===== src/rtl/rx_flag_pkg.sv =====
package rx_flag_pkg;
  typedef struct packed {
    logic noise;  // bit 2
    logic ovr;    // bit 1
    logic full;   // bit 0
  } rx_flags_t;

  localparam int unsigned FLAG_W = $bits(rx_flags_t);

  typedef enum logic {
    REG_STAT = 1'b0,
    REG_DATA = 1'b1
  } reg_sel_e;
endpackage


===== src/rtl/rx_data_hold.sv =====
module rx_data_hold #(
  parameter int unsigned DATA_W = 8
) (
  input  logic              clk_i,
  input  logic              rst_ni,
  input  logic              load_i,
  input  logic [DATA_W-1:0] din_i,
  output logic [DATA_W-1:0] dout_o
);
  logic [DATA_W-1:0] data_q;

  always_ff @(posedge clk_i or negedge rst_ni) begin
    if (!rst_ni)     data_q <= '0;
    else if (load_i) data_q <= din_i;
  end

  assign dout_o = data_q;
endmodule


===== src/rtl/rx_flag_bank.sv =====
module rx_flag_bank
  import rx_flag_pkg::*;
(
  input  logic      clk_i,
  input  logic      rst_ni,
  input  logic      byte_i,
  input  logic      noise_i,
  input  logic      stat_rd_i,
  input  logic      data_rd_i,
  output logic      accept_o,
  output rx_flags_t flags_o
);
  rx_flags_t flags_q, snap_q, clr;
  logic      armed_q;

  // only flags captured by the arming status read may be cleared
  assign clr      = (data_rd_i && armed_q) ? snap_q : '0;
  assign accept_o = byte_i && (!flags_q.full || clr.full);

  always_ff @(posedge clk_i or negedge rst_ni) begin
    if (!rst_ni) begin
      flags_q <= '0;
      snap_q  <= '0;
      armed_q <= 1'b0;
    end else begin
      flags_q.full  <= (flags_q.full  & ~clr.full)  | accept_o;
      flags_q.ovr   <= (flags_q.ovr   & ~clr.ovr)   | (byte_i & ~accept_o);
      flags_q.noise <= (flags_q.noise & ~clr.noise) | (byte_i & noise_i);
      if (stat_rd_i) begin
        snap_q  <= flags_q;
        armed_q <= 1'b1;
      end else if (data_rd_i) begin
        armed_q <= 1'b0;
      end
    end
  end

  assign flags_o = flags_q;

  AST_FULL_AFTER_BYTE: assert property (@(posedge clk_i) disable iff (!rst_ni)
    byte_i |=> flags_q.full);
  AST_CLEAR_NEEDS_ARM: assert property (@(posedge clk_i) disable iff (!rst_ni)
    $fell(flags_q.full) |-> $past(data_rd_i && armed_q));
  AST_LATE_OVR_KEPT: assert property (@(posedge clk_i) disable iff (!rst_ni)
    (data_rd_i && armed_q && !snap_q.ovr && flags_q.ovr) |=> flags_q.ovr);
  AST_OVR_FROM_FULL: assert property (@(posedge clk_i) disable iff (!rst_ni)
    $rose(flags_q.ovr) |-> $past(flags_q.full && byte_i));
endmodule


===== src/rtl/rx_irq_gen.sv =====
module rx_irq_gen
  import rx_flag_pkg::*;
(
  input  rx_flags_t          flags_i,
  input  logic [FLAG_W-1:0]  ie_i,
  output logic               irq_o
);
  assign irq_o = |(flags_i & ie_i);
endmodule


===== src/rtl/rx_flag_ctrl.sv =====
module rx_flag_ctrl
  import rx_flag_pkg::*;
#(
  parameter int unsigned DATA_W = 8
) (
  input  logic              clk_i,
  input  logic              rst_ni,
  input  logic              rx_valid_i,
  input  logic [DATA_W-1:0] rx_data_i,
  input  logic              rx_noise_i,
  input  logic              sel_i,
  input  logic              rd_i,
  input  logic              addr_i,
  input  logic              full_ie_i,
  input  logic              ovr_ie_i,
  input  logic              noise_ie_i,
  output logic [DATA_W-1:0] rdata_o,
  output logic              irq_o
);
  localparam int unsigned PAD_W = DATA_W - FLAG_W;

  logic              acc, stat_rd, data_rd;
  rx_flags_t         flags;
  logic [DATA_W-1:0] data_q, rdata_q;

  assign stat_rd = sel_i && rd_i && (reg_sel_e'(addr_i) == REG_STAT);
  assign data_rd = sel_i && rd_i && (reg_sel_e'(addr_i) == REG_DATA);

  rx_flag_bank u_bank (
    .clk_i     (clk_i),
    .rst_ni    (rst_ni),
    .byte_i    (rx_valid_i),
    .noise_i   (rx_noise_i),
    .stat_rd_i (stat_rd),
    .data_rd_i (data_rd),
    .accept_o  (acc),
    .flags_o   (flags)
  );

  rx_data_hold #(.DATA_W(DATA_W)) u_hold (
    .clk_i  (clk_i),
    .rst_ni (rst_ni),
    .load_i (acc),
    .din_i  (rx_data_i),
    .dout_o (data_q)
  );

  rx_irq_gen u_irq (
    .flags_i (flags),
    .ie_i    ({noise_ie_i, ovr_ie_i, full_ie_i}),
    .irq_o   (irq_o)
  );

  always_ff @(posedge clk_i or negedge rst_ni) begin
    if (!rst_ni)      rdata_q <= '0;
    else if (data_rd) rdata_q <= data_q;
    else if (stat_rd) rdata_q <= {{PAD_W{1'b0}}, flags};
  end

  assign rdata_o = rdata_q;

  AST_DATA_KEPT_ON_OVR: assert property (@(posedge clk_i) disable iff (!rst_ni)
    (flags.full && rx_valid_i && !data_rd) |=> $stable(data_q));
  AST_STAT_PAD_ZERO: assert property (@(posedge clk_i) disable iff (!rst_ni)
    stat_rd |=> (rdata_o[DATA_W-1:FLAG_W] == '0));
  AST_IRQ_NEEDS_FLAG: assert property (@(posedge clk_i) disable iff (!rst_ni)
    irq_o |-> (flags != '0));
endmodule


===== config.mk =====
export PLATFORM = sky130hd
export DESIGN_NAME = rx_flag_ctrl
export DESIGN_NICKNAME = d
export VERILOG_FILES = /design/src/rtl/rx_flag_pkg.sv /design/src/rtl/rx_data_hold.sv /design/src/rtl/rx_flag_bank.sv /design/src/rtl/rx_irq_gen.sv /design/src/rtl/rx_flag_ctrl.sv
export SDC_FILE = /design/constraint.sdc
export NUM_CORES = 1
export LEC_CHECK = 0
export BUFFER_PORTS_ARGS = -buffer_cell sky130_fd_sc_hd__clkbuf_2
export CAP_MARGIN = 40
export CORE_MARGIN = 2
export CORE_UTILIZATION = 54
export CTS_CLUSTER_DIAMETER = 50
export CTS_CLUSTER_SIZE = 40
export DETAILED_ROUTE_END_ITERATION = 7
export GPL_ROUTABILITY_DRIVEN = 0
export GPL_TIMING_DRIVEN = 0
export PLACE_DENSITY_LB_ADDON = 0.15
export SLEW_MARGIN = 40
export SYNTH_ARGS = -nofsm -noshare
export SYNTH_HDL_FRONTEND = slang
export SYNTH_SLANG_ARGS = --single-unit
export TNS_END_PERCENT = 30

===== constraint.sdc =====
create_clock -name clk_i -period 2.4 [get_ports clk_i]
set_input_delay 0.24 -clock clk_i [delete_from_list [all_inputs] [get_ports clk_i]]
set_output_delay 0.24 -clock clk_i [all_outputs]
set_load 0.05 [all_outputs]

==> out/qor.txt <==
OUTCOME
--------------------------------------------------------------------------------
Result of the run                                                   finished clean

ROUTING
--------------------------------------------------------------------------------
Drt pass-1 iters                                                               4
First DRT Iteration DRCs                                                       7
Total detailed-routing wirelength                                       2.010 mm
Wire length per cell                                                    13.49 um
Detail Route Antenna Nets                                                      0
Count of vias placed by the detailed router                                  792
Via density per instance                                                   5.315
Number of remaining DRC errors                                                 0

YOSYS
--------------------------------------------------------------------------------
Mean cell area of the mapped netlist                                 10.99 sq um
Synth Warn #                                                                   0
Async set-or-reset flop fraction in the synthesized netlist               100.0%
Number of flip-flops and latches in the synthesized netlist                   23
Synth cell types                                                              20
Area of the mapped netlist                                            1022 sq um
Seq/Total Area, Yosys                                                     56.30%
Number of enable flip-flop cells after synthesis                               0
Total nets after synthesis                                                   111
Count of mapped cells out of synthesis                                        93
Cells taking the most area after synthesis                          sky130_fd_sc_hd__dfrtp_1, sky130_fd_sc_hd__nand2_1, sky130_fd_sc_hd__o211ai_1
Most frequent cell after synthesis                                  sky130_fd_sc_hd__dfrtp_1
Largest area contributor in the netlist                             sky130_fd_sc_hd__dfrtp_1
Most numerous cell types in the synthesized netlist                 sky130_fd_sc_hd__dfrtp_1, sky130_fd_sc_hd__nand2_1, sky130_fd_sc_hd__inv_1
Commonest register cell after synthesis                             sky130_fd_sc_hd__dfrtp_1
Top-area cell type share of the netlist area                              56.30%

PLACEMENT
--------------------------------------------------------------------------------
Final HPWL DP                                                           1.529 mm
Port-buffer cells                                                             26
Number of placed instances with taps included                                144
Worst slack, placed                                                      1139 ps

CLOCK TREE
--------------------------------------------------------------------------------
Buffers inserted by post-CTS timing repair                                     0
Clock-pin transition on the worst setup and hold timing paths             110 ps
CTS tree                                                                     yes
Total CTS buffers                                                              3
Sinks on Clock Net                                                            23
PostCTS Resize Cnt                                                             0
Clock buffer depth                                                             2
CTS hold repair buffers                                                        1
CTS H-Tree Depth                                                               1
CTS Root Cell                                                       sky130_fd_sc_hd__clkbuf_4
Worst skew pair latency                                                   300 ps

GRT
--------------------------------------------------------------------------------
Number of antenna violations at the first check in global routing              0
First-pass GRT wire length                                              3.477 mm
Maximum number of pins on one net before global-route repair                  24
Global-route congestion overflow total                                         0
Via count of the first global-routing pass                                   763
Tot GR Track Use                                                          23.07%

FLOORPLAN
--------------------------------------------------------------------------------
Die width                                                               47.51 um
Core outline area                                                     1745 sq um
FP Rows                                                                       15
Area of the die                                                       2257 sq um
Die boundary height                                                     47.51 um
Effective utilization at floorplan                                        58.57%
I/O pin count                                                                 27

CELLS AND AREA
--------------------------------------------------------------------------------
Nets                                                                         143
Number of diodes                                                               0
Post-synthesis to final-layout area growth                                19.34%
Number of standard cells in the layout, taps in and fillers out              149
Fraction of layout cells with a size suffix above 1                       31.45%

STA
--------------------------------------------------------------------------------
Worst relative slew slack                                                 63.23%
Setup repair after global routing missed its margin                           no
Max Freq                                                               626.4 MHz
Smallest hold slack                                                     144.4 ps
Setup total negative slack                                                  0 ps
Final clock skew                                                        3.219 ps
Total setup violations reported at the end of the flow                         0
Setup slack of the critical path after layout                           803.5 ps
Transition time at the pin with the least slew margin                   551.6 ps
Final hold viol count                                                          0
Fin crit share                                                            66.52%
Final number of max-transition violations                                      0
Minimum clock period                                                     1596 ps

CRITICAL PATH
--------------------------------------------------------------------------------
Critical Path Start Type                                                    flop
CP Class                                                            flop to primary output
Required @ worst endpoint                                                2160 ps
Crit path capture type                                              primary output
Peak fanout along the critical path                                            5
Cells traversed along the worst timing path                         a222oi_1, inv_1, clkbuf_2
Data arrival, critical path                                              1360 ps
Slowest cell on the critical path                                   sky130_fd_sc_hd__dfrtp_1
Highest cell delay on the worst timing path                               430 ps

WORST HOLD PATH
--------------------------------------------------------------------------------
Path type of the worst min-delay path                               input port to flop

PWR
--------------------------------------------------------------------------------
Combinational share of power                                               29.4%
Sum of internal, switching and leakage power                            999.2 uW
Switching share of power                                                  36.12%
Total power divided by cell area                                    819.0 nW/um^2
Worst IR Drop VDD                                                       562.7 uV
Power share of the clock group                                             17.4%
Leakage power summed over all cells                                 0.0005947 uW
Internal power contribution                                             638.3 uW
Part of the total power dissipated in sequential elements                  53.1%
Switching pwr                                                           360.9 uW

RUN
--------------------------------------------------------------------------------
Max-capacitance violation count                                                0

-- cell usage in the layout, fill, tap and decap left out, types with 2 or more instances in the layout --
cell type and n:
sky130_fd_sc_hd__mux2i_1 3, sky130_fd_sc_hd__a22o_1 2, sky130_fd_sc_hd__inv_1 10, sky130_fd_sc_hd__o31ai_1 8, sky130_fd_sc_hd__nand2_1 17, sky130_fd_sc_hd__clkbuf_2 26
sky130_fd_sc_hd__o21ai_0 8, sky130_fd_sc_hd__o211ai_1 8, sky130_fd_sc_hd__mux2_2 3, sky130_fd_sc_hd__dfrtp_1 23, sky130_fd_sc_hd__clkbuf_4 3
-- kinds of logic after synthesis --
kind of cell | synth area share, %
muxes | 6.242
DFF | 56.30
and+or+nand+nor | 10.89
AOI/OAI and AO/OA | 20.93
buffers and inverters | 5.630
-- power groups by stage --
| stage | registers, uW | logic [uW] | clock network [uW] |
|---|---|---|---|
| 2_1_floorplan | 621 | 120 | 0 |
| 3_3_place_gp | 531 | 287 | 0 |
| 3_5_place_dp | 539 | 297 | 0 |
| 4_1_cts | 530 | 299 | 183 |
| 5_1_grt | 541 | 328 | 205 |
| 6_report | 531 | 294 | 174 |
-- worst max-delay path: cells and delay by family, from the launching register on --
family,cells,cell delay [ps]
DFF,1,430
AOI/OAI and AO/OA,1,310
buffers and inverters,2,310
-- layout make-up --
type | count | area [sq um]
inverter | 10 | 37.54
sequential | 23 | 575.6
fill | 159 | 525.5
tap | 25 | 31.28
timing repair buffer | 27 | 140.1
multi-input combinational | 57 | 389.1
buffer | 3 | 20.02
clock buffer | 4 | 26.28
-- layer usage --
metal  routed length (um)  global-route usage [%]  vias up
met5                    0                       0        -
met4                   32                   12.78        0
met3                   71                   4.528        4
met2                 1047                   36.22       17
met1                  858                   29.88      378
li1                     -                       -      393
-- final timing paths --
kind,startpoint,to,slack (ps),cells past startpoint
setup / recovery,u_bank.flags_o[0],irq_o,800,3
hold / removal,rx_data_i[3],u_hold.dout_o[3],140,3
setup reg to reg,u_bank.armed_q,u_bank.flags_o[0],1230,3
hold reg to reg,rdata_o[4],rdata_o[4],500,2
max in group asynchronous,rst_ni,u_hold.dout_o[5],1600,2
min in group asynchronous,rst_ni,rdata_o[3],440,2
-- state kept, by name (all words and copies together), names as in the netlist --
signal,flops
u_bank.snap_q,3
u_bank.flags_o,3
u_hold.dout_o,8
rdata_o,8
u_bank.armed_q,1
-- per-stage QoR --
stage | area [sq um] | utilization (%)
final | 1220 | 69.89
after global routing | 1220 | 69.89
after CTS | 1220 | 69.89
after detailed placement | 1184 | 67.81
after global placement | 1184 | 67.81
after floorplan | 1022 | -
No activity file was read; power rests on OpenSTA's default activity.
